`config.mk`:
```
export PLATFORM = sky130hd
export DESIGN_NAME = slot_wheel_arbiter
export DESIGN_NICKNAME = d
export VERILOG_FILES = /design/src/rtl/swarb_pkg.sv /design/src/rtl/swarb_slot_table.sv /design/src/rtl/swarb_rr_select.sv /design/src/rtl/slot_wheel_arbiter.sv
export SDC_FILE = /design/constraint.sdc
export NUM_CORES = 1
export LEC_CHECK = 0
export ABC_AREA = 0
export BUFFER_PORTS_ARGS = -buffer_cell sky130_fd_sc_hd__buf_4
export CAP_MARGIN = 20
export CORE_MARGIN = 2
export CORE_UTILIZATION = 30
export DETAILED_ROUTE_END_ITERATION = 10
export GPL_ROUTABILITY_DRIVEN = 1
export PLACE_DENSITY = 0.52
export SLEW_MARGIN = 25
export SYNTH_ARGS = -nofsm -noshare
export SYNTH_HDL_FRONTEND = slang
export SYNTH_SLANG_ARGS = --single-unit
```
`constraint.sdc`:
```
create_clock -name clk -period 6 [get_ports clk]
set_input_delay 0.6 -clock clk [delete_from_list [all_inputs] [get_ports clk]]
set_output_delay 0.6 -clock clk [all_outputs]
set_load 0.02 [all_outputs]
```
`src/rtl/swarb_pkg.sv`:
```
package swarb_pkg;

  // Next position on a ring of n entries.
  function automatic int unsigned wrap_next(int unsigned v, int unsigned n);
    return (v + 1 >= n) ? 0 : v + 1;
  endfunction

  // Position step places after base on a ring of n entries (step <= n).
  function automatic int unsigned ring_index(int unsigned base, int unsigned step,
                                             int unsigned n);
    int unsigned s;
    s = base + step;
    return (s >= n) ? s - n : s;
  endfunction

endpackage

```
`src/rtl/swarb_slot_table.sv`:
```
module swarb_slot_table #(
  parameter int NUM_REQ   = 4,
  parameter int NUM_SLOTS = 8,
  localparam int IDX_W    = (NUM_REQ > 1) ? $clog2(NUM_REQ) : 1,
  localparam int SLOT_W   = (NUM_SLOTS > 1) ? $clog2(NUM_SLOTS) : 1
) (
  input  logic              clk,
  input  logic              rst_n,
  input  logic              arb_off,
  input  logic              wr_en,
  input  logic [SLOT_W-1:0] wr_idx,
  input  logic [IDX_W-1:0]  wr_owner,
  input  logic              wr_valid,
  output logic [SLOT_W-1:0] cur_slot,
  output logic [IDX_W-1:0]  cur_owner,
  output logic              cur_valid
);
  import swarb_pkg::*;

  logic [NUM_SLOTS-1:0][IDX_W-1:0] owner_q;
  logic [NUM_SLOTS-1:0]            valid_q;
  logic [NUM_SLOTS-1:0]            entry_hit;
  logic [SLOT_W-1:0]               slot_q;
  logic                            wr_ok;

  // Writes land only while arbitration is held off.
  assign wr_ok = wr_en && arb_off;

  for (genvar e = 0; e < NUM_SLOTS; e++) begin : g_hit
    assign entry_hit[e] = wr_ok && (wr_idx == SLOT_W'(e));
  end

  always_ff @(posedge clk or negedge rst_n) begin
    if (!rst_n) begin
      owner_q <= '0;
      valid_q <= '0;
    end else begin
      for (int e = 0; e < NUM_SLOTS; e++) begin
        if (entry_hit[e]) begin
          owner_q[e] <= wr_owner;
          valid_q[e] <= wr_valid;
        end
      end
    end
  end

  always_ff @(posedge clk or negedge rst_n) begin
    if (!rst_n)       slot_q <= '0;
    else if (arb_off) slot_q <= '0;
    else              slot_q <= SLOT_W'(wrap_next(32'(slot_q), NUM_SLOTS));
  end

  assign cur_slot  = slot_q;
  assign cur_owner = owner_q[slot_q];
  assign cur_valid = valid_q[slot_q];

endmodule

```
`src/rtl/swarb_rr_select.sv`:
```
module swarb_rr_select #(
  parameter int NUM_REQ = 4,
  localparam int IDX_W  = (NUM_REQ > 1) ? $clog2(NUM_REQ) : 1
) (
  input  logic [NUM_REQ-1:0] req,
  input  logic [IDX_W-1:0]   last,
  output logic               found,
  output logic [IDX_W-1:0]   win
);
  import swarb_pkg::*;

  logic [IDX_W-1:0] pos;

  // Scan from farthest to nearest so the nearest requester after last wins.
  always_comb begin
    found = 1'b0;
    win   = '0;
    pos   = '0;
    for (int k = NUM_REQ; k >= 1; k--) begin
      pos = IDX_W'(ring_index(32'(last), k, NUM_REQ));
      if (req[pos]) begin
        found = 1'b1;
        win   = pos;
      end
    end
  end

endmodule

```
`src/rtl/slot_wheel_arbiter.sv`:
```
module slot_wheel_arbiter #(
  parameter int NUM_REQ   = 4,
  parameter int NUM_SLOTS = 8,
  localparam int IDX_W    = (NUM_REQ > 1) ? $clog2(NUM_REQ) : 1,
  localparam int SLOT_W   = (NUM_SLOTS > 1) ? $clog2(NUM_SLOTS) : 1
) (
  input  logic               clk,
  input  logic               rst_n,
  input  logic               arb_off,
  input  logic [NUM_REQ-1:0] req,
  input  logic               tbl_wr_en,
  input  logic [SLOT_W-1:0]  tbl_wr_idx,
  input  logic [IDX_W-1:0]   tbl_wr_owner,
  input  logic               tbl_wr_valid,
  output logic [NUM_REQ-1:0] grant,
  output logic               grant_reserved
);

  logic [SLOT_W-1:0]  cur_slot;
  logic [IDX_W-1:0]   cur_owner;
  logic               cur_valid;
  logic               rr_found;
  logic [IDX_W-1:0]   rr_win;
  logic [IDX_W-1:0]   rr_last_q;
  logic               tdma_hit;
  logic               rr_hit;
  logic [NUM_REQ-1:0] grant_d;
  logic [NUM_REQ-1:0] grant_q;
  logic               rsv_q;

  swarb_slot_table #(.NUM_REQ(NUM_REQ), .NUM_SLOTS(NUM_SLOTS)) u_table (
    .clk       (clk),
    .rst_n     (rst_n),
    .arb_off   (arb_off),
    .wr_en     (tbl_wr_en),
    .wr_idx    (tbl_wr_idx),
    .wr_owner  (tbl_wr_owner),
    .wr_valid  (tbl_wr_valid),
    .cur_slot  (cur_slot),
    .cur_owner (cur_owner),
    .cur_valid (cur_valid)
  );

  swarb_rr_select #(.NUM_REQ(NUM_REQ)) u_rr (
    .req   (req),
    .last  (rr_last_q),
    .found (rr_found),
    .win   (rr_win)
  );

  // Phase one: reserved slot owner; phase two: round-robin fall-through.
  assign tdma_hit = !arb_off && cur_valid && (32'(cur_owner) < NUM_REQ) && req[cur_owner];
  assign rr_hit   = !arb_off && !tdma_hit && rr_found;

  always_comb begin
    grant_d = '0;
    if (tdma_hit)    grant_d[cur_owner] = 1'b1;
    else if (rr_hit) grant_d[rr_win]    = 1'b1;
  end

  always_ff @(posedge clk or negedge rst_n) begin
    if (!rst_n) begin
      grant_q   <= '0;
      rsv_q     <= 1'b0;
      rr_last_q <= IDX_W'(NUM_REQ - 1);
    end else begin
      grant_q <= grant_d;
      rsv_q   <= tdma_hit;
      if (rr_hit) rr_last_q <= rr_win;
    end
  end

  assign grant          = grant_q;
  assign grant_reserved = rsv_q;

endmodule

```
==> qor.yml <==
run_status:
  outcome: "completed"
die:
  die_x_um: 81.3
  boundaryPins: 19
  die_area_um2: 6610
  fp.dieH_um: 81.3
  initial_core_util: 0.306
  rows: 28
  core_um2: 5850
global_routing:
  grt_use_met3: 0.0356
  grt_util_met2: 0.207
  grt_max_degree: 35
  top_usage_layer: "met2"
  grt_pass1_wl_um: 6200
  antenna_found_initial: 0
  grt_overflow: 0
  grt_usage: 0.127
  grt_pass1_vias: 1280
  use_met1: 0.156
clock_network:
  clockRootBuffer: "clkbuf_8"
  cts_hold_buf: 0
  cts_buffers: 5
  worstSkewPairLatency_ns: 0.29
  clk_pin_slew_ns: 0.07
  cts_htree_levels: 2
  cts_buffer_depth: 2
  cts_setup_buffers: 0
  cts_sinks: 34
  cts_tree: "built"
  cts_resized: 0
timing:
  hold_violations: 0
  max_slew_margin: 0.642
  timing.final.ws_setup_ns: 3.56
  rsz0062_at_grt: "no"
  whs_ns: 0.248
  period_share: 0.406
  fin_skew_ns: 0.00618
  fmax_mhz: 411
  drv_slew: 0
  max_slew.worst_pin.slew_ns: 0.538
  setup_tns_ns: 0
  setup_violations: 0
  finalCriticalPeriod_ns: 2.44
pwr:
  p_int_mw: 0.557
  p_leak_nw: 0.929
  sequentialPowerShare: 0.416
  p_sw_mw: 0.202
  ir_worst_vdd_mv: 0.149
  power.density_nw_per_um2: 356
  share_comb_of_total_power: 0.239
  netSwitchingFraction: 0.266
  clockPowerShare: 0.345
logic_synthesis:
  netlist_area_um2: 1790
  ys_ff_latch: 34
  synth.area.top_cells: "dfrtp_1, mux2_2, dfstp_2"
  ys.flop_type: "dfrtp_1"
  synth.yosys.warnings: 0
  synth_area_leader_cell: "dfrtp_1"
  yosysMostFrequentCell: "dfrtp_1"
  synth_nets: 163
  syn_inst: 148
  synthTopCellsByCount: "dfrtp_1, mux2_2, nor2_1, inv_1, nand2_1"
  synth_cell_types: 39
  yosysSeqAreaShare: 0.476
  synth_top_cell_area_share: 0.447
  async_flop_share: 1.00
  synth_edf_count: 0
  syn_area_per_cell_um2: 12.1
routing:
  num_vias: 1210
  drc: 0
  firstDrtPassIters: 6
  drt_wl_total_um: 3570
  viasPerCell: 4.96
  drt_iter0_drc: 25
  ant_nets: 0
  routedWlPerCell_um: 14.6
critical_path:
  cp_slowest_cell: "dfrtp_1"
  cp.arrival_ns: 2.61
  slowest_delay_ns: 0.69
  end_kind: "register"
  path_class: "reg2reg"
  startpoint: "u_table.cur_slot[0]"
  crit_chain: "mux2_2 > o22ai_1 > or2_1 > a211oi_4 > nor2_4 > mux2_4"
  path_max_fanout: 12
  startpoint_type: "register"
  worstReg2RegStart: "u_table.cur_slot[0]"
  required_ns: 6.17
cells_and_area:
  seqCellArea_um2: 853
  diodes: 0
  postLayoutCellArea_um2: 2130
  multi_input_area_um2: 876
  final_nets: 183
  drive_above_1_share: 0.379
  fin_cells: 244
  n_fill_cell: 575
  area_growth_pct: 18.8
placement:
  dp_hpwl_um: 2670
  dp_cells: 236
  io_buffers: 18
  dpl-instance-area_um2: 1990
  gp_congestion: 0.802
  preCtsSetupSlack_ns: 3.59
min_path:
  hp-class: "in2async"
job:
  cap_viol_max_count: 0
-- area by class of cell --
class / count / area share
tap: 75 / 0.0440
clock inverter: 2 / 0.0282
inverter: 8 / 0.0141
timing repair buffer: 18 / 0.0634
clock buffer: 6 / 0.0388
multi-input combinational: 101 / 0.411
sequential: 34 / 0.400
-- placed cells by master (no fill, tap or decap), drive strengths merged, types with 2 or more instances in the layout --
cell type,count
a21o,2
dfstp,2
o21ai,2
bufinv,2
mux2,29
nor2,15
o21a,2
nand2b,4
buf,18
or3,4
nor2b,2
nand2,7
nor3,3
a211oi,2
mux2i,5
clkbuf,6
mux4,4
or2,2
a21oi,5
inv,8
dfrtp,32
-- kinds of logic (layout without fill, tap and decap cells) --
kind of cell | after synthesis | count (layout) | synth area share
buffers and inverters | 13 | 34 | 0.0356
adder cells (fa/ha/maj) | 1 | 1 | 0.00698
AO/OA/AOI/OAI | 21 | 21 | 0.0956
flip-flops | 34 | 34 | 0.476
AND/OR/NAND/NOR | 41 | 41 | 0.115
multiplexers | 38 | 38 | 0.271
-- flip-flops by register name, indices dropped and copies added, names as in the netlist --
register / count
u_table.cur_slot: 3
grant_reserved: 1
rr_last_q: 2
u_table.owner_q: 16
u_table.valid_q: 8
grant: 4
-- worst max-delay path: cells and delay by family, from the launching register on --
| family | cells | cell delay (ns) |
|---|---|---|
| muxes | 2 | 0.73 |
| DFF | 1 | 0.69 |
| and+or+nand+nor | 2 | 0.53 |
| AOI/OAI and AO/OA | 2 | 0.38 |
-- power groups by stage --
stage          combinational [mW]  sequential (mW)  clock [mW]
2_1_floorplan               0.139            0.313           0
3_3_place_gp                0.178            0.319           0
3_5_place_dp                0.183            0.320           0
4_1_cts                     0.183            0.316       0.270
5_1_grt                     0.201            0.323       0.279
6_report                    0.181            0.316       0.262
-- stage by stage --
step | util | total power, mW
floorplan | - | 0.452
global placement | 0.340 | 0.497
detailed placement | 0.340 | 0.503
CTS | 0.364 | 0.769
global route | 0.364 | 0.804
finish | 0.364 | 0.759
-- layer usage --
| layer | vias up | part of all wire |
|---|---|---|
| met5 | - | 0 |
| met3 | 9 | 0.043 |
| met2 | 29 | 0.48 |
| li1 | 570 | - |
| met1 | 602 | 0.46 |
| met4 | 0 | 0.020 |
-- final timing paths --
path	cells after the start	slack, ns	end
min in group clk	1	0.51	u_table.valid_q[3]
worst max register to register	6	3.56	grant[0]
max in group asynchronous	1	5.42	rr_last_q[0]
worst max-delay path	6	3.56	grant[0]
worst min-delay path	1	0.25	u_table.cur_slot[0]
worst min register to register	1	0.51	u_table.valid_q[3]
No activity file was read; power rests on OpenSTA's default activity.
